--- src/rtl/regspi_pkg.sv ---
package regspi_pkg;
  localparam int ADDR_W       = 5;
  localparam int DATA_W       = 8;
  localparam logic [ADDR_W-1:0] ADDR_CMD     = 5'h00;
  localparam logic [ADDR_W-1:0] ADDR_COUNT   = 5'h01;
  localparam int  ADDR_TX_BASE = 8;
  localparam int  ADDR_RX_BASE = 16;
  localparam int  CMD_START_BIT  = 2;
  localparam int  CMD_RXHINT_BIT = 3;

  typedef enum logic [1:0] {
    ST_IDLE = 2'd0,
    ST_LOW  = 2'd1,
    ST_HIGH = 2'd2,
    ST_TAIL = 2'd3
  } shift_state_t;
endpackage

--- src/rtl/regspi_clkdiv.sv ---
module regspi_clkdiv #(
  parameter int HALF_PERIOD = 2
) (
  input  logic clk,
  input  logic rst,
  input  logic run,
  output logic tick
);
  localparam int CNT_W = (HALF_PERIOD > 1) ? $clog2(HALF_PERIOD) : 1;

  generate
    if (HALF_PERIOD <= 1) begin : g_direct
      assign tick = run;
    end else begin : g_count
      logic [CNT_W-1:0] cnt_q;
      assign tick = run && (cnt_q == CNT_W'(HALF_PERIOD - 1));
      always_ff @(posedge clk) begin
        if (rst || !run || tick) cnt_q <= '0;
        else                     cnt_q <= cnt_q + 1'b1;
      end

      assert_cnt_range_R6: assert property (@(posedge clk) disable iff (rst)
        cnt_q <= CNT_W'(HALF_PERIOD - 1));
    end
  endgenerate
endmodule

--- src/rtl/regspi_regs.sv ---
module regspi_regs
  import regspi_pkg::*;
#(
  parameter int TX_BYTES = 6,
  parameter int RX_BYTES = 10,
  parameter int MAX_BITS = 56,
  parameter int CNT_W    = 6
) (
  input  logic                     clk,
  input  logic                     rst,
  input  logic                     wr_en,
  input  logic [ADDR_W-1:0]        wr_addr,
  input  logic [DATA_W-1:0]        wr_data,
  input  logic [ADDR_W-1:0]        rd_addr,
  output logic [DATA_W-1:0]        rd_data,
  input  logic                     busy,
  input  logic [RX_BYTES*8-1:0]    rx_vec,
  output logic [TX_BYTES*8-1:0]    tx_vec,
  output logic [CNT_W-1:0]         bit_count,
  output logic                     start,
  output logic                     rx_hint
);
  logic [7:0]       tx_mem [TX_BYTES];
  logic [CNT_W-1:0] count_q;
  logic [7:0]       rd_next;
  logic             wr_ok;

  assign wr_ok   = wr_en && !busy;
  assign start   = wr_ok && (wr_addr == ADDR_CMD) && wr_data[CMD_START_BIT];
  assign rx_hint = wr_data[CMD_RXHINT_BIT];
  assign bit_count = count_q;

  genvar gi;
  generate
    for (gi = 0; gi < TX_BYTES; gi++) begin : g_txvec
      assign tx_vec[gi*8 +: 8] = tx_mem[gi];
    end
  endgenerate

  always_ff @(posedge clk) begin
    if (rst) begin
      count_q <= '0;
      for (int k = 0; k < TX_BYTES; k++) tx_mem[k] <= '0;
    end else if (wr_ok) begin
      if (wr_addr == ADDR_COUNT) begin
        if (wr_data > DATA_W'(MAX_BITS)) count_q <= CNT_W'(MAX_BITS);
        else                             count_q <= wr_data[CNT_W-1:0];
      end
      for (int k = 0; k < TX_BYTES; k++)
        if (wr_addr == ADDR_W'(ADDR_TX_BASE + k)) tx_mem[k] <= wr_data;
    end
  end

  always_comb begin
    rd_next = '0;
    if (rd_addr == ADDR_CMD)   rd_next[CMD_START_BIT] = busy;
    if (rd_addr == ADDR_COUNT) rd_next = DATA_W'(count_q);
    for (int k = 0; k < TX_BYTES; k++)
      if (rd_addr == ADDR_W'(ADDR_TX_BASE + k)) rd_next = tx_mem[k];
    for (int k = 0; k < RX_BYTES; k++)
      if (rd_addr == ADDR_W'(ADDR_RX_BASE + k)) rd_next = rx_vec[k*8 +: 8];
  end

  always_ff @(posedge clk) begin
    if (rst) rd_data <= '0;
    else     rd_data <= rd_next;
  end

  assert_count_cap_R3: assert property (@(posedge clk) disable iff (rst)
    count_q <= CNT_W'(MAX_BITS));
  assert_count_frozen_R7: assert property (@(posedge clk) disable iff (rst)
    (busy && $past(busy)) |-> $stable(count_q));
  assert_tx_frozen_R7: assert property (@(posedge clk) disable iff (rst)
    (busy && $past(busy)) |-> $stable(tx_vec));
endmodule

--- src/rtl/regspi_shifter.sv ---
module regspi_shifter
  import regspi_pkg::*;
#(
  parameter int TX_BYTES     = 6,
  parameter int RX_BYTES     = 10,
  parameter int CNT_W        = 6,
  parameter bit EXTRA_SAMPLE = 1'b0
) (
  input  logic                  clk,
  input  logic                  rst,
  input  logic                  start,
  input  logic                  rx_hint,
  input  logic [TX_BYTES*8-1:0] tx_vec,
  input  logic [CNT_W-1:0]      bit_count,
  input  logic                  tick,
  input  logic                  miso,
  output logic                  sck,
  output logic                  cs_n,
  output logic                  mosi,
  output logic                  busy,
  output logic                  done,
  output logic [RX_BYTES*8-1:0] rx_vec
);
  localparam int TXW = TX_BYTES * 8;
  localparam int RXW = RX_BYTES * 8;

  shift_state_t     state_q;
  logic [TXW-1:0]   tx_sr;
  logic [RXW-1:0]   rx_sr;
  logic [CNT_W-1:0] left_q;
  logic [CNT_W-1:0] total;
  logic [CNT_W-1:0] total_q;
  logic [CNT_W-1:0] rise_cnt;

  assign total  = bit_count + CNT_W'(EXTRA_SAMPLE && rx_hint);
  assign rx_vec = rx_sr;

  always_ff @(posedge clk) begin
    if (rst) begin
      state_q  <= ST_IDLE;
      tx_sr    <= '0;
      rx_sr    <= '0;
      left_q   <= '0;
      total_q  <= '0;
      rise_cnt <= '0;
      sck      <= 1'b0;
      cs_n     <= 1'b1;
      mosi     <= 1'b0;
      busy     <= 1'b0;
      done     <= 1'b0;
    end else begin
      done <= 1'b0;
      unique case (state_q)
        ST_IDLE: begin
          if (start) begin
            busy     <= 1'b1;
            tx_sr    <= tx_vec;
            rx_sr    <= '0;
            left_q   <= total;
            total_q  <= total;
            rise_cnt <= '0;
            if (total == '0) begin
              state_q <= ST_TAIL;
            end else begin
              state_q <= ST_LOW;
              cs_n    <= 1'b0;
              mosi    <= tx_vec[TXW-1];
            end
          end
        end
        ST_LOW: begin
          if (tick) begin
            sck      <= 1'b1;
            rx_sr    <= {rx_sr[RXW-2:0], miso};
            rise_cnt <= rise_cnt + 1'b1;
            state_q  <= ST_HIGH;
          end
        end
        ST_HIGH: begin
          if (tick) begin
            sck    <= 1'b0;
            left_q <= left_q - 1'b1;
            if (left_q == CNT_W'(1)) begin
              mosi    <= 1'b0;
              state_q <= ST_TAIL;
            end else begin
              mosi    <= tx_sr[TXW-2];
              tx_sr   <= {tx_sr[TXW-2:0], 1'b0};
              state_q <= ST_LOW;
            end
          end
        end
        ST_TAIL: begin
          if (tick) begin
            cs_n    <= 1'b1;
            busy    <= 1'b0;
            done    <= 1'b1;
            state_q <= ST_IDLE;
          end
        end
        default: state_q <= ST_IDLE;
      endcase
    end
  end

  assert_sck_needs_cs_R6: assert property (@(posedge clk) disable iff (rst)
    sck |-> !cs_n);
  assert_mosi_hold_R6: assert property (@(posedge clk) disable iff (rst)
    sck |-> $stable(mosi));
  assert_done_edge_R8: assert property (@(posedge clk) disable iff (rst)
    done |-> (!busy && $past(busy)));
  assert_pulse_total_R3: assert property (@(posedge clk) disable iff (rst)
    done |-> (rise_cnt == total_q));
  assert_idle_cs_R1: assert property (@(posedge clk) disable iff (rst)
    !busy |-> (cs_n && !sck));
endmodule

--- src/rtl/regspi_engine.sv ---
module regspi_engine
  import regspi_pkg::*;
#(
  parameter int TX_BYTES     = 6,
  parameter int RX_BYTES     = 10,
  parameter int MAX_BITS     = 56,
  parameter int HALF_PERIOD  = 2,
  parameter bit EXTRA_SAMPLE = 1'b0
) (
  input  logic        clk,
  input  logic        rst,
  input  logic        wr_en,
  input  logic [4:0]  wr_addr,
  input  logic [7:0]  wr_data,
  input  logic [4:0]  rd_addr,
  output logic [7:0]  rd_data,
  output logic        spi_sck,
  output logic        spi_cs_n,
  output logic        spi_mosi,
  input  logic        spi_miso,
  output logic        busy,
  output logic        done
);
  localparam int CNT_W = $clog2(MAX_BITS + 2);

  logic                  start;
  logic                  rx_hint;
  logic                  tick;
  logic [TX_BYTES*8-1:0] tx_vec;
  logic [RX_BYTES*8-1:0] rx_vec;
  logic [CNT_W-1:0]      bit_count;

  regspi_regs #(
    .TX_BYTES(TX_BYTES), .RX_BYTES(RX_BYTES),
    .MAX_BITS(MAX_BITS), .CNT_W(CNT_W)
  ) u_regs (
    .clk(clk), .rst(rst),
    .wr_en(wr_en), .wr_addr(wr_addr), .wr_data(wr_data),
    .rd_addr(rd_addr), .rd_data(rd_data),
    .busy(busy), .rx_vec(rx_vec),
    .tx_vec(tx_vec), .bit_count(bit_count),
    .start(start), .rx_hint(rx_hint)
  );

  regspi_clkdiv #(.HALF_PERIOD(HALF_PERIOD)) u_div (
    .clk(clk), .rst(rst), .run(busy), .tick(tick)
  );

  regspi_shifter #(
    .TX_BYTES(TX_BYTES), .RX_BYTES(RX_BYTES),
    .CNT_W(CNT_W), .EXTRA_SAMPLE(EXTRA_SAMPLE)
  ) u_shift (
    .clk(clk), .rst(rst),
    .start(start), .rx_hint(rx_hint),
    .tx_vec(tx_vec), .bit_count(bit_count),
    .tick(tick), .miso(spi_miso),
    .sck(spi_sck), .cs_n(spi_cs_n), .mosi(spi_mosi),
    .busy(busy), .done(done), .rx_vec(rx_vec)
  );
endmodule

--- config.mk ---
export PLATFORM = sky130hd
export DESIGN_NAME = regspi_engine
export DESIGN_NICKNAME = d
export VERILOG_FILES = /design/src/rtl/regspi_pkg.sv /design/src/rtl/regspi_clkdiv.sv /design/src/rtl/regspi_regs.sv /design/src/rtl/regspi_shifter.sv /design/src/rtl/regspi_engine.sv
export SDC_FILE = /design/constraint.sdc
export NUM_CORES = 1
export LEC_CHECK = 0
export BUFFER_PORTS_ARGS = -buffer_cell sky130_fd_sc_hd__buf_2
export CELL_PAD_IN_SITES_DETAIL_PLACEMENT = 1
export CELL_PAD_IN_SITES_GLOBAL_PLACEMENT = 2
export CORE_MARGIN = 4
export CORE_UTILIZATION = 35
export CTS_CLUSTER_DIAMETER = 80
export DETAILED_ROUTE_END_ITERATION = 8
export PLACE_DENSITY = 0.76
export SLEW_MARGIN = 20
export SYNTH_ARGS = -nofsm -noshare
export SYNTH_HDL_FRONTEND = slang
export SYNTH_SLANG_ARGS = --single-unit
export TNS_END_PERCENT = 20
--- constraint.sdc ---
create_clock -name clk -period 1.7 [get_ports clk]
set_input_delay 0.17 -clock clk [delete_from_list [all_inputs] [get_ports clk]]
set_output_delay 0.17 -clock clk [all_outputs]
set_load 0.005 [all_outputs]
==> metrics.cfg, run 1 <==
[logic_synthesis]
synth_commonest_cells=155 x sky130_fd_sc_hd__dfxtp_1, 117 x sky130_fd_sc_hd__a21oi_1, 116 x sky130_fd_sc_hd__nand2_1
synthArstFlopShare_pct=0
yosys.area.top_type=sky130_fd_sc_hd__dfxtp_1
postSynthRegisterBits=203
synthDominantCellAreaShare_pct=31.6
top_flip_flop_cell_by_instance_count_after_synthesis=sky130_fd_sc_hd__dfxtp_1
netlist_top_cells_area=sky130_fd_sc_hd__dfxtp_1 32%, sky130_fd_sc_hd__edfxtp_1 15%, sky130_fd_sc_hd__a21oi_1 6.0%
synth.lib_cells_used.distinct=63
seq_area_frac_synth_pct=46.3
syn-num-nets=1120
yosysMostFrequentCell=sky130_fd_sc_hd__dfxtp_1
synth_area_per_cell_sq_um=8.95
synth_edf_count=48
post_synth_inst_count=1096
synthesis.area_sq_mm=0.00981
yosys_warnings=0

[timing]
final.hold.worst_slack_ps=71.8
timing.slew.headroom_pct=62.8
post-route-worst-setup-slack_ps=-194
max_clock_freq_mhz=528
rsz0062_at_grt=yes
totalNegativeSetupSlack_ps=-16280
fin_skew_ps=12.2
final.period_utilization_pct=111
final-hold-violation-count=0
finalSetupViolCount=136
layout_min_cycle_time_ps=1890
timing_max_transition_violations_final=0
worst_slew_pin_tran_ps=558

[global_route]
grt_pass1_vias=9230
global_route_wire_length_before_repair_microns=54200
grt_overflow_total=0
grt_start_max_net_pins=61
gr-usage-all-layers_pct=22.2
initial_antenna_violation_count=4

[run_status]
outcome=complete, but fails checks
failing_checks=negative setup slack

[die]
die_width_microns=175
die-area_sq_mm=0.0308
initial_core_util_pct=35.4
dieHeight_microns=175
rows=61
boundaryPins=35
core_region_area_sq_mm=0.0277

[critical_path]
cp_data_required_time_ps=2150
cp_data_arrival_time_ps=2350
r2r.worst_path.cells=8
path_class=flip-flop to flip-flop
reg2reg_to=u_shift.rx_vec[75]$_SDFFE_PP0P_
start_kind=flip-flop
cp_max_fo=33
r2r_setup_slack_ps=-190
cp-end-kind=flip-flop
critical_path.reg2reg.startpoint=u_shift.busy$_SDFFE_PP0P_

[detailed_routing]
detail_route.wirelength_microns=34900
drt.antenna.violating_nets=0
dr_total_vias=8908
drt_pass1_iterations=5
avgViaCountPerCell=5.45
drt_iter0_drc=756
drt_drc_violations_left=0
routed_wire_length_per_instance_microns=21.3

[min_path]
hold_path_end=u_regs.bit_count[3]$_SDFFE_PP0P_
min_path_cells=2
worstHoldStart=rst
holdCritPathClass=input pin to flip-flop

[power_and_ir_drop]
post-layout-total-power_uw=11400
cellPowerDensity_mw_per_mm2=883
power.static_leakage_uw=0.00491
vdd.ir_drop.worst_v=0.000580

[cts]
cts_htree_levels=1
root_buffer=sky130_fd_sc_hd__clkbuf_16
cts.path.max_buffers=3
clkSlewWorstSetupHoldPaths_ps=60
worst_skew_pair.late_latency_ps=530
cts_made_buffers=24
cts_tree=done
clock_sink_count=203

[final_layout]
antenna_cells=0
final_layout_size_suffix_gt1_share_pct=28.5
final_net_count=1264
areaGrowthSynthToFinish_pct=31.2

[place]
dpl_hpwl_microns=24400
port_buffers=34
gpl.final_weighted_congestion=0.856

[flow_run]
cap_violations=0

sequential cells by signal, summed over array words and instances, names as in the netlist:
name                 flops
u_shift.busy             1
u_shift.rx_vec          80
u_shift.mosi             1
u_shift.state_q          2
u_shift.done             1
u_shift.tx_sr           47
u_regs.bit_count         6
u_shift.sck              1
u_regs.rd_data           8
u_div.g_count.cnt_q      1
u_shift.cs_n             1
u_regs.tx_mem           48
u_shift.left_q           6
cells in the final DEF (no fill, tap or decap), types with 16 or more instances in the layout:
cell type | netlist | routed
sky130_fd_sc_hd__dfxtp_1 | 155 | 153
sky130_fd_sc_hd__and2_1 | 48 | 48
sky130_fd_sc_hd__buf_4 | 5 | 138
sky130_fd_sc_hd__nor2_2 | 1 | 21
sky130_fd_sc_hd__nor3_1 | 22 | 22
sky130_fd_sc_hd__buf_2 | 27 | 33
sky130_fd_sc_hd__clkbuf_16 | 0 | 29
sky130_fd_sc_hd__o22ai_1 | 17 | 16
sky130_fd_sc_hd__mux2i_1 | 57 | 55
sky130_fd_sc_hd__nand2_1 | 116 | 116
sky130_fd_sc_hd__nor2_1 | 99 | 75
sky130_fd_sc_hd__a211oi_2 | 40 | 42
sky130_fd_sc_hd__a21oi_1 | 117 | 110
sky130_fd_sc_hd__o21ai_0 | 26 | 25
sky130_fd_sc_hd__buf_12 | 0 | 21
sky130_fd_sc_hd__nand3_1 | 102 | 101
sky130_fd_sc_hd__edfxtp_1 | 48 | 48
how the worst max path moves through the flow:
| stage | from | to | slack, ps |
|---|---|---|---|
| after floorplan | u_regs.tx_mem[0][21]$_SDFFCE_PN0P_ | u_regs.rd_data[5]$_SDFF_PP0_ | -50 |
| after global placement | rd_addr[3] | u_regs.rd_data[1]$_SDFF_PP0_ | -570 |
| after detailed placement | rd_addr[2] | u_regs.rd_data[1]$_SDFF_PP0_ | -560 |
| after CTS | u_shift.busy$_SDFFE_PP0P_ | u_shift.rx_vec[6]$_SDFFE_PP0P_ | -160 |
| after global routing | u_shift.busy$_SDFFE_PP0P_ | u_shift.rx_vec[75]$_SDFFE_PP0P_ | -260 |
| final | u_shift.busy$_SDFFE_PP0P_ | u_shift.rx_vec[75]$_SDFFE_PP0P_ | -190 |
critical path: stages, from the launching register on:
cell and delay [ps]:
sky130_fd_sc_hd__dfxtp_2 340, sky130_fd_sc_hd__nor4b_4 290, sky130_fd_sc_hd__nand3b_1 190, sky130_fd_sc_hd__buf_4 200, sky130_fd_sc_hd__o21ai_4 160, sky130_fd_sc_hd__buf_12 150, sky130_fd_sc_hd__buf_12 190, sky130_fd_sc_hd__nand3_1 140
sky130_fd_sc_hd__a21oi_1 160
metrics by stage:
| step | std cells | area (sq um) | utilization (%) | worst slack [ps] |
|---|---|---|---|---|
| 6_report | 1635 | 12900 | 46.5 | -194 |
| 5_1_grt | 1635 | 12900 | 46.5 | -260 |
| 4_1_cts | 1631 | 12700 | 45.7 | -158 |
| 3_5_place_dp | 1577 | 11600 | 41.8 | -561 |
| 3_3_place_gp | 1577 | 11600 | 41.8 | -567 |
| 2_1_floorplan | 1096 | 9870 | - | -45.9 |
cell type report:
cell class | instances | area (sq um)
Fill cell | 3125 | 14800
Multi-Input combinational cell | 797 | 5110
Sequential cell | 203 | 4550
Timing Repair Buffer | 206 | 1890
Clock buffer | 39 | 779
Tap cell | 378 | 473
Clock inverter | 4 | 46.3
Inverter | 8 | 30.0
kinds of logic after synthesis:
| logic type | after synthesis | synth area share (%) |
|---|---|---|
| and+or+nand+nor | 462 | 23.2 |
| AOI/OAI and AO/OA | 270 | 19.2 |
| DFF | 203 | 46.3 |
| buffers and inverters | 96 | 4.51 |
| muxes | 63 | 6.50 |
| adders and majority gates | 2 | 0.255 |
routing by layer:
| layer | track usage [%] | part of all wire [%] | vias up |
|---|---|---|---|
| li1 | - | - | 4248 |
| met1 | 31.3 | 47 | 4438 |
| met2 | 36.3 | 46 | 164 |
| met3 | 3.21 | 4.2 | 52 |
| met4 | 5.13 | 2.1 | 6 |
| met5 | 0 | 0.11 | - |
power by group:
group	total (uW)	internal, uW	switching (uW)
Sequential	5110	5030	80.8
Combinational	926	385	540
Clock	5330	3270	2070
timing repair:
| action | 4_1_cts | 5_1_grt |
|---|---|---|
| endpoints found under the setup margin | 144 | 175 |
| resized for setup | 34 | 27 |
| pin swaps | 17 | 13 |
| endpoints found under the hold margin | 1 | 0 |
| setup buffers | 8 | 1 |
| hold buffers | 1 | 0 |
| cloned | 3 | 3 |
Power figures use the tool's default switching activity.
==> run 2: changes to the inputs <==
--- a/config.mk
+++ b/config.mk
@@ -5,11 +5,12 @@
 export SDC_FILE = /design/constraint.sdc
 export NUM_CORES = 1
 export LEC_CHECK = 0
+export ABC_AREA = 1
 export BUFFER_PORTS_ARGS = -buffer_cell sky130_fd_sc_hd__buf_2
 export CELL_PAD_IN_SITES_DETAIL_PLACEMENT = 1
 export CELL_PAD_IN_SITES_GLOBAL_PLACEMENT = 2
 export CORE_MARGIN = 4
-export CORE_UTILIZATION = 35
+export CORE_UTILIZATION = 33
 export CTS_CLUSTER_DIAMETER = 80
 export DETAILED_ROUTE_END_ITERATION = 8
 export PLACE_DENSITY = 0.76
==> run 2 against run 1 <==
Against the previous run: the run still ends with negative setup slack left; register-to-register slack got worse by 30 ps; worst setup slack lost 26 ps; clock power fell by 2%; global-route usage down 2.3 points; synthesized area decreased by 7.4%; sequential share of layout area is 2.0 points higher; synthesized cell count rose by 9.3%; critical path depth up 4; design area is 5.4% lower; via count down 1.7%; fmax shrank 1.4%; largest power group unchanged.
==> metrics.cfg, run 2 <==
[run_status]
outcome=complete, but fails checks
failing_checks=negative setup slack

[die]
die_width_microns=174
die-area_sq_mm=0.0303
core_region_area_sq_mm=0.0270
dieHeight_microns=174
rows=60
boundaryPins=35
initial_core_util_pct=33.6

[timing]
timing.slew.headroom_pct=64.4
timing_max_transition_violations_final=0
rsz0062_at_grt=yes
worst_slew_pin_tran_ps=533
finalSetupViolCount=145
final-hold-violation-count=0
fin_skew_ps=12.7
post-route-worst-setup-slack_ps=-220
layout_min_cycle_time_ps=1920
max_clock_freq_mhz=521
final.period_utilization_pct=113

[logic_synthesis]
synth_commonest_cells=251 x sky130_fd_sc_hd__nand2_1, 187 x sky130_fd_sc_hd__nor2_1, 155 x sky130_fd_sc_hd__dfxtp_1
yosys.area.top_type=sky130_fd_sc_hd__dfxtp_1
muxShareOfSynthArea_pct=0
synth_edf_count=48
synth-compound-area-share_pct=18.5
synthArstFlopShare_pct=0
synthesis.area_sq_mm=0.00909
post_synth_inst_count=1198
netlist_top_cells_area=sky130_fd_sc_hd__dfxtp_1 34%, sky130_fd_sc_hd__edfxtp_1 16%, sky130_fd_sc_hd__nand2_1 10%
syn-num-nets=1222
postSynthRegisterBits=203
synthXorXnorAreaFrac_pct=0.193
area_share_of_fa_ha_maj_cells_after_synthesis_pct=0.275
yosysMostFrequentCell=sky130_fd_sc_hd__nand2_1
synthDominantCellAreaShare_pct=34.1
synth.lib_cells_used.distinct=34
seq_area_frac_synth_pct=50.0
synth_top_family_by_area=simple AND/OR/NAND/NOR gates
synth_simple_gate_area_share_pct=24.0
top_flip_flop_cell_by_instance_count_after_synthesis=sky130_fd_sc_hd__dfxtp_1
synth_area_per_cell_sq_um=7.59
yosys_warnings=0

[cts]
worst_skew_pair.late_latency_ps=510
clock_sink_count=203
clkSlewWorstSetupHoldPaths_ps=60
cts.path.max_buffers=3
cts_htree_levels=1
cts_tree=done
cts_made_buffers=25
root_buffer=sky130_fd_sc_hd__clkbuf_16

[place]
gpl.final_weighted_congestion=0.861
dpl.cell_count=1638
port_buffers=34
dpl_hpwl_microns=21600
dp_worst_setup_slack_ps=-355
placed_area_sq_mm=0.0105

[critical_path]
crit_path_cell_trace=nor2_4 -> inv_2 -> nor2_4 -> nand2_2 -> nor4_4 -> buf_4 -> nor2_4 -> clkinv_4 -> buf_4 -> buf_12 -> o21ai_0 -> nor2_1
critical_path.reg2reg.startpoint=u_shift.busy$_SDFFE_PP0P_
r2r_setup_slack_ps=-220
path_class=flip-flop to flip-flop
cp_data_arrival_time_ps=2310
worst-path-buf-inv=5
worst_path_most_repeated_cell=sky130_fd_sc_hd__nor2_4
reg2reg_to=u_shift.rx_vec[4]$_SDFFE_PP0P_
start_kind=flip-flop
cp-end-kind=flip-flop
slowest_delay_ps=370
cp_data_required_time_ps=2090
r2r.worst_path.cells=12
slowest_stage=sky130_fd_sc_hd__dfxtp_4
worst_path_dominant_cell_family=buffers and inverters
cp_max_fo=6

[detailed_routing]
routed_wire_length_per_instance_microns=18.7
avgViaCountPerCell=5.12
drt_drc_violations_left=0
drt.antenna.violating_nets=0
drt_iter0_drc=433
drt_pass1_iterations=4
dr_total_vias=8755
detail_route.wirelength_microns=32000

[final_layout]
fillerInstances=3257
areaGrowthSynthToFinish_pct=34.0
multi_input_comb_area_sq_mm=0.00426
final_layout_size_suffix_gt1_share_pct=23.7
area.sequential_sq_mm=0.00455
antenna_cells=0
layout_commonest_cell=sky130_fd_sc_hd__nand2_1
finish.cell_count_without_fillers=1710
largest_reg_flops=80
post-route-util_pct=45.1
layout.cells.most_common_list=244 x sky130_fd_sc_hd__nand2_1, 177 x sky130_fd_sc_hd__nor2_1, 154 x sky130_fd_sc_hd__dfxtp_1
final_cell_area_sq_mm=0.0122
final_net_count=1377

[power_and_ir_drop]
p_switching_uw=2520
cellPowerDensity_mw_per_mm2=907
power.clock.fraction_pct=47.5
switching_share_of_power_pct=22.8
vdd.ir_drop.worst_v=0.000696
internal_power_of_the_cells_uw=8520
power.static_leakage_uw=0.00514
comb_power_share_pct=6.2
sequentialPowerShare_pct=46.4
post-layout-total-power_uw=11000

[global_route]
grt_util_met3_pct=2.22
grt_start_max_net_pins=83
initial_antenna_violation_count=0
grt.met1_usage_pct=27.3
gr-usage-met2_pct=34.1
gr-usage-all-layers_pct=19.8
grt_overflow_total=0
globalRoute.busiestLayer=met2
grt_pass1_vias=8637
global_route_wire_length_before_repair_microns=48800

[flow_run]
cap_violations=0

[min_path]
min_path_cells=3
holdCritPathClass=input pin to flip-flop
worstHoldStart=rst
hold_path_end=u_shift.sck$_SDFFE_PP0P_

## run 2: cell types whose count changed in the layout (fill, tap and decap cells not counted), sizes merged, moves of 12 or more
| cell | delta |
|---|---|
| nand4 | +21 |
| o21ai | +103 |
| and2 | -47 |
| a31oi | +43 |
| nor2 | +95 |
| a211oi | -31 |
| nor2b | -12 |
| nand2 | +137 |
| o22ai | -17 |
| buf | -17 |
| nor3 | -18 |
| inv | +83 |
| nand3 | -76 |
| mux2i | -57 |
## run 2: what timing repair did
item | 4_1_cts | 5_1_grt
gates cloned | 3 | 8
hold buffers | 5 | 0
gates resized for setup | 20 | 98
pin swaps | 2 | 23
buffers inserted | 5 | 8
endpoints found under the hold margin | 5 | 0
endpoints found under the setup margin | 144 | 210
## run 2: layer usage
layer / vias to the layer above / wire (microns)
met5: - / 0
met4: 0 / 729
met3: 39 / 978
met2: 114 / 15600
met1: 4268 / 14600
li1: 4334 / -
## run 2: logic make-up after synthesis
| family | count (synthesis) |
|---|---|
| fa+ha+maj | 2 |
| simple gates | 521 |
| compound gates | 310 |
| xor+xnor | 2 |
| buf+inv | 160 |
| flops | 203 |
## run 2: per-stage QoR
step,hold WS (ps),TNS [ps]
floorplan,318,0
global placement,399,-9260
detailed placement,411,-10890
CTS,130,-8810
global route,165,-33990
finish,163,-14420
## run 2: how the worst max path moves through the flow
stage,to,cells past startpoint,from
floorplan,u_shift.rx_vec[58]$_SDFFE_PP0P_,9,u_shift.state_q[0]$_SDFFE_PP0P_
global placement,u_regs.rd_data[3]$_SDFF_PP0_,16,rd_addr[1]
detailed placement,u_regs.rd_data[3]$_SDFF_PP0_,16,rd_addr[1]
CTS,u_shift.tx_sr[34]$_SDFFE_PP0P_,13,u_shift.busy$_SDFFE_PP0P_
global route,u_shift.tx_sr[39]$_SDFFE_PP0P_,13,u_shift.busy$_SDFFE_PP0P_
finish,u_shift.rx_vec[4]$_SDFFE_PP0P_,12,u_shift.busy$_SDFFE_PP0P_
## run 2: area by class of cell
cell class / count / area share (%)
repair buffers: 194 / 14.6
clock inverters: 6 / 0.688
well taps: 341 / 3.50
clock buffers: 37 / 5.93
flip-flops and latches: 203 / 37.3
multi-input cells: 835 / 35.0
inverters: 94 / 2.99
## run 2: tightest hold or removal path, stage by stage
cell	delay, ps
sky130_fd_sc_hd__buf_2	170
sky130_fd_sc_hd__buf_4	200
sky130_fd_sc_hd__nor2_1	100
## run 2: power by group through the flow
stage | sequential [uW] | combinational (uW) | clock, uW
finish | 5120 | 684 | 5240
global route | 5130 | 749 | 5580
CTS | 5120 | 650 | 5380
detailed placement | 5230 | 625 | 0
global placement | 5230 | 621 | 0
floorplan | 5180 | 297 | 0
==> run 3: changes to the inputs <==
--- a/config.mk
+++ b/config.mk
@@ -7,7 +7,7 @@
 export LEC_CHECK = 0
 export ABC_AREA = 1
 export BUFFER_PORTS_ARGS = -buffer_cell sky130_fd_sc_hd__buf_2
-export CELL_PAD_IN_SITES_DETAIL_PLACEMENT = 1
+export CELL_PAD_IN_SITES_DETAIL_PLACEMENT = 0
 export CELL_PAD_IN_SITES_GLOBAL_PLACEMENT = 2
 export CORE_MARGIN = 4
 export CORE_UTILIZATION = 33
==> run 3 against run 2 <==
Against the previous run: the run still ends with negative setup slack left; design area decreased by 4.2%; routed wire length shrank 11%; combinational power fell by 6.1%; first-iteration DRC count up 34%; final cell count decreased by 0.76%; hold slack got worse by 35 ps; critical path type unchanged; critical endpoint is now u_shift.rx_vec[10]$_SDFFE_PP0P_; highest routed layer unchanged.
==> metrics.cfg, run 3 (synthesis gave the netlist of run 2 again) <==
[timing]
layout_min_cycle_time_ps=1880
final.period_utilization_pct=111
timing_max_transition_violations_final=0
worst_slew_pin_tran_ps=414
max_clock_freq_mhz=532
final-hold-violation-count=0
timing.slew.headroom_pct=72.4
final.hold.worst_slack_ps=128
rsz0062_at_grt=yes
fin_skew_ps=7.45
finalSetupViolCount=131
post-route-worst-setup-slack_ps=-181

[detailed_routing]
avgViaCountPerCell=4.97
routed_wire_length_per_instance_microns=16.8
drt.antenna.violating_nets=0
drt_iter0_drc=582
detail_route.wirelength_microns=28500
drt_pass1_iterations=4
dr_total_vias=8440
drt_drc_violations_left=0

[die]
core_region_area_sq_mm=0.0270
die-area_sq_mm=0.0303
die_width_microns=174
boundaryPins=35
dieHeight_microns=174
initial_core_util_pct=33.6
rows=60

[global_route]
global_route_wire_length_before_repair_microns=44600
initial_antenna_violation_count=0
gr-usage-all-layers_pct=18.1
grt_pass1_vias=7926
grt_start_max_net_pins=83
grt_overflow_total=0

[min_path]
min_path_cells=5
holdCritPathClass=input pin to flip-flop

[critical_path]
cp_data_arrival_time_ps=2320
cp_max_fo=43
path_class=flip-flop to flip-flop
cp-end-kind=flip-flop
start_kind=flip-flop
r2r.worst_path.cells=12
cp_data_required_time_ps=2140

[run_status]
failing_checks=negative setup slack
outcome=complete, but fails checks

[final_layout]
final_layout_size_suffix_gt1_share_pct=20.3
layout.cells.most_common_list=250 x sky130_fd_sc_hd__nand2_1, 180 x sky130_fd_sc_hd__nor2_1, 154 x sky130_fd_sc_hd__dfxtp_1
antenna_cells=0
post-route-util_pct=43.2
final_net_count=1362
largest_reg_flops=80
layout_commonest_cell=sky130_fd_sc_hd__nand2_1
areaGrowthSynthToFinish_pct=28.3

[cts]
clock_sink_count=203
root_buffer=sky130_fd_sc_hd__clkbuf_16
cts_made_buffers=24
cts_tree=done
cts_htree_levels=1
worst_skew_pair.late_latency_ps=510
cts.path.max_buffers=3
clkSlewWorstSetupHoldPaths_ps=60

[power_and_ir_drop]
power.static_leakage_uw=0.00500
power.clock.fraction_pct=47.0
comb_power_share_pct=5.9
vdd.ir_drop.worst_v=0.000721
cellPowerDensity_mw_per_mm2=932
switching_share_of_power_pct=22.8
p_switching_uw=2480
sequentialPowerShare_pct=47.1
internal_power_of_the_cells_uw=8390

[place]
dpl_hpwl_microns=20200
port_buffers=34
gpl.final_weighted_congestion=0.861

[flow_run]
cap_violations=0

run 3: cell types whose count changed in the layout (fill, tap and decap cells not counted), moves of 6 or more:
| cell | previous run | this run |
|---|---|---|
| sky130_fd_sc_hd__a21oi_1 | 69 | 96 |
| sky130_fd_sc_hd__a21oi_2 | 31 | 10 |
| sky130_fd_sc_hd__nand2_1 | 244 | 250 |
| sky130_fd_sc_hd__a21oi_4 | 6 | 0 |
| sky130_fd_sc_hd__buf_12 | 16 | 10 |
| sky130_fd_sc_hd__nand2_2 | 8 | 2 |
run 3: through the flow:
| step | worst slack [ps] | area, sq um | total power (uW) | TNS [ps] | std cells |
|---|---|---|---|---|---|
| 4_1_cts | -190 | 11400 | 11000 | -9410 | 1688 |
| 3_3_place_gp | -315 | 10500 | 5850 | -9260 | 1638 |
| 2_1_floorplan | 3.76 | 9100 | 5480 | 0 | 1198 |
| 5_1_grt | -328 | 11700 | 11300 | -34350 | 1697 |
| 3_5_place_dp | -344 | 10500 | 5850 | -10870 | 1638 |
| 6_report | -181 | 11700 | 10900 | -15890 | 1697 |
run 3: critical path, stage by stage, from the launching register on:
cell and delay, ps:
sky130_fd_sc_hd__dfxtp_4 360, sky130_fd_sc_hd__nor2_4 100, sky130_fd_sc_hd__inv_2 40, sky130_fd_sc_hd__nor2_4 110
sky130_fd_sc_hd__nand2_2 90, sky130_fd_sc_hd__nor4_4 200, sky130_fd_sc_hd__buf_4 160, sky130_fd_sc_hd__buf_4 120
sky130_fd_sc_hd__nor2_4 60, sky130_fd_sc_hd__inv_2 100, sky130_fd_sc_hd__buf_12 200, sky130_fd_sc_hd__o21ai_0 100
sky130_fd_sc_hd__nor2_1 120
run 3: routing by layer:
layer / part of all wire (%) / GRT usage [%] / wire (microns)
met1: 48 / 26.0 / 13700
met2: 48 / 30.0 / 13600
met3: 3.0 / 2.33 / 842
met4: 1.4 / 2.74 / 389
met5: 0 / 0 / 0
run 3: final timing paths:
| kind | startpoint | endpoint | slack [ps] |
|---|---|---|---|
| worst max-delay path | u_shift.busy$_SDFFE_PP0P_ | u_shift.rx_vec[10]$_SDFFE_PP0P_ | -180 |
| worst min-delay path | wr_data[6] | u_regs.bit_count[4]$_SDFFE_PP0P_ | 130 |
| worst max register to register | u_shift.busy$_SDFFE_PP0P_ | u_shift.rx_vec[10]$_SDFFE_PP0P_ | -180 |
| worst min register to register | u_div.g_count.cnt_q$_SDFF_PP0_ | u_div.g_count.cnt_q$_SDFF_PP0_ | 410 |
run 3: repair_timing:
| action | 4_1_cts | 5_1_grt |
|---|---|---|
| endpoints found under the setup margin | 157 | 187 |
| endpoints found under the hold margin | 5 | 0 |
| pin swaps | 0 | 3 |
| buffers inserted | 1 | 6 |
| hold buffers | 5 | 0 |
| gates resized for setup | 16 | 41 |
| gates cloned | 0 | 3 |
run 3: power groups by stage:
stage / clock network [uW] / registers, uW / logic, uW
floorplan: 0 / 5180 / 297
global placement: 0 / 5230 / 621
detailed placement: 0 / 5220 / 621
CTS: 5240 / 5120 / 636
global route: 5420 / 5120 / 710
finish: 5110 / 5120 / 642
run 3: final cells by class:
class / instances / area (sq um)
sequential: 203 / 4550
tap: 341 / 427
fill: 2833 / 15400
multi-input combinational: 835 / 4070
inverter: 94 / 357
clock inverter: 6 / 57.6
timing repair buffer: 180 / 1470
clock buffer: 38 / 734
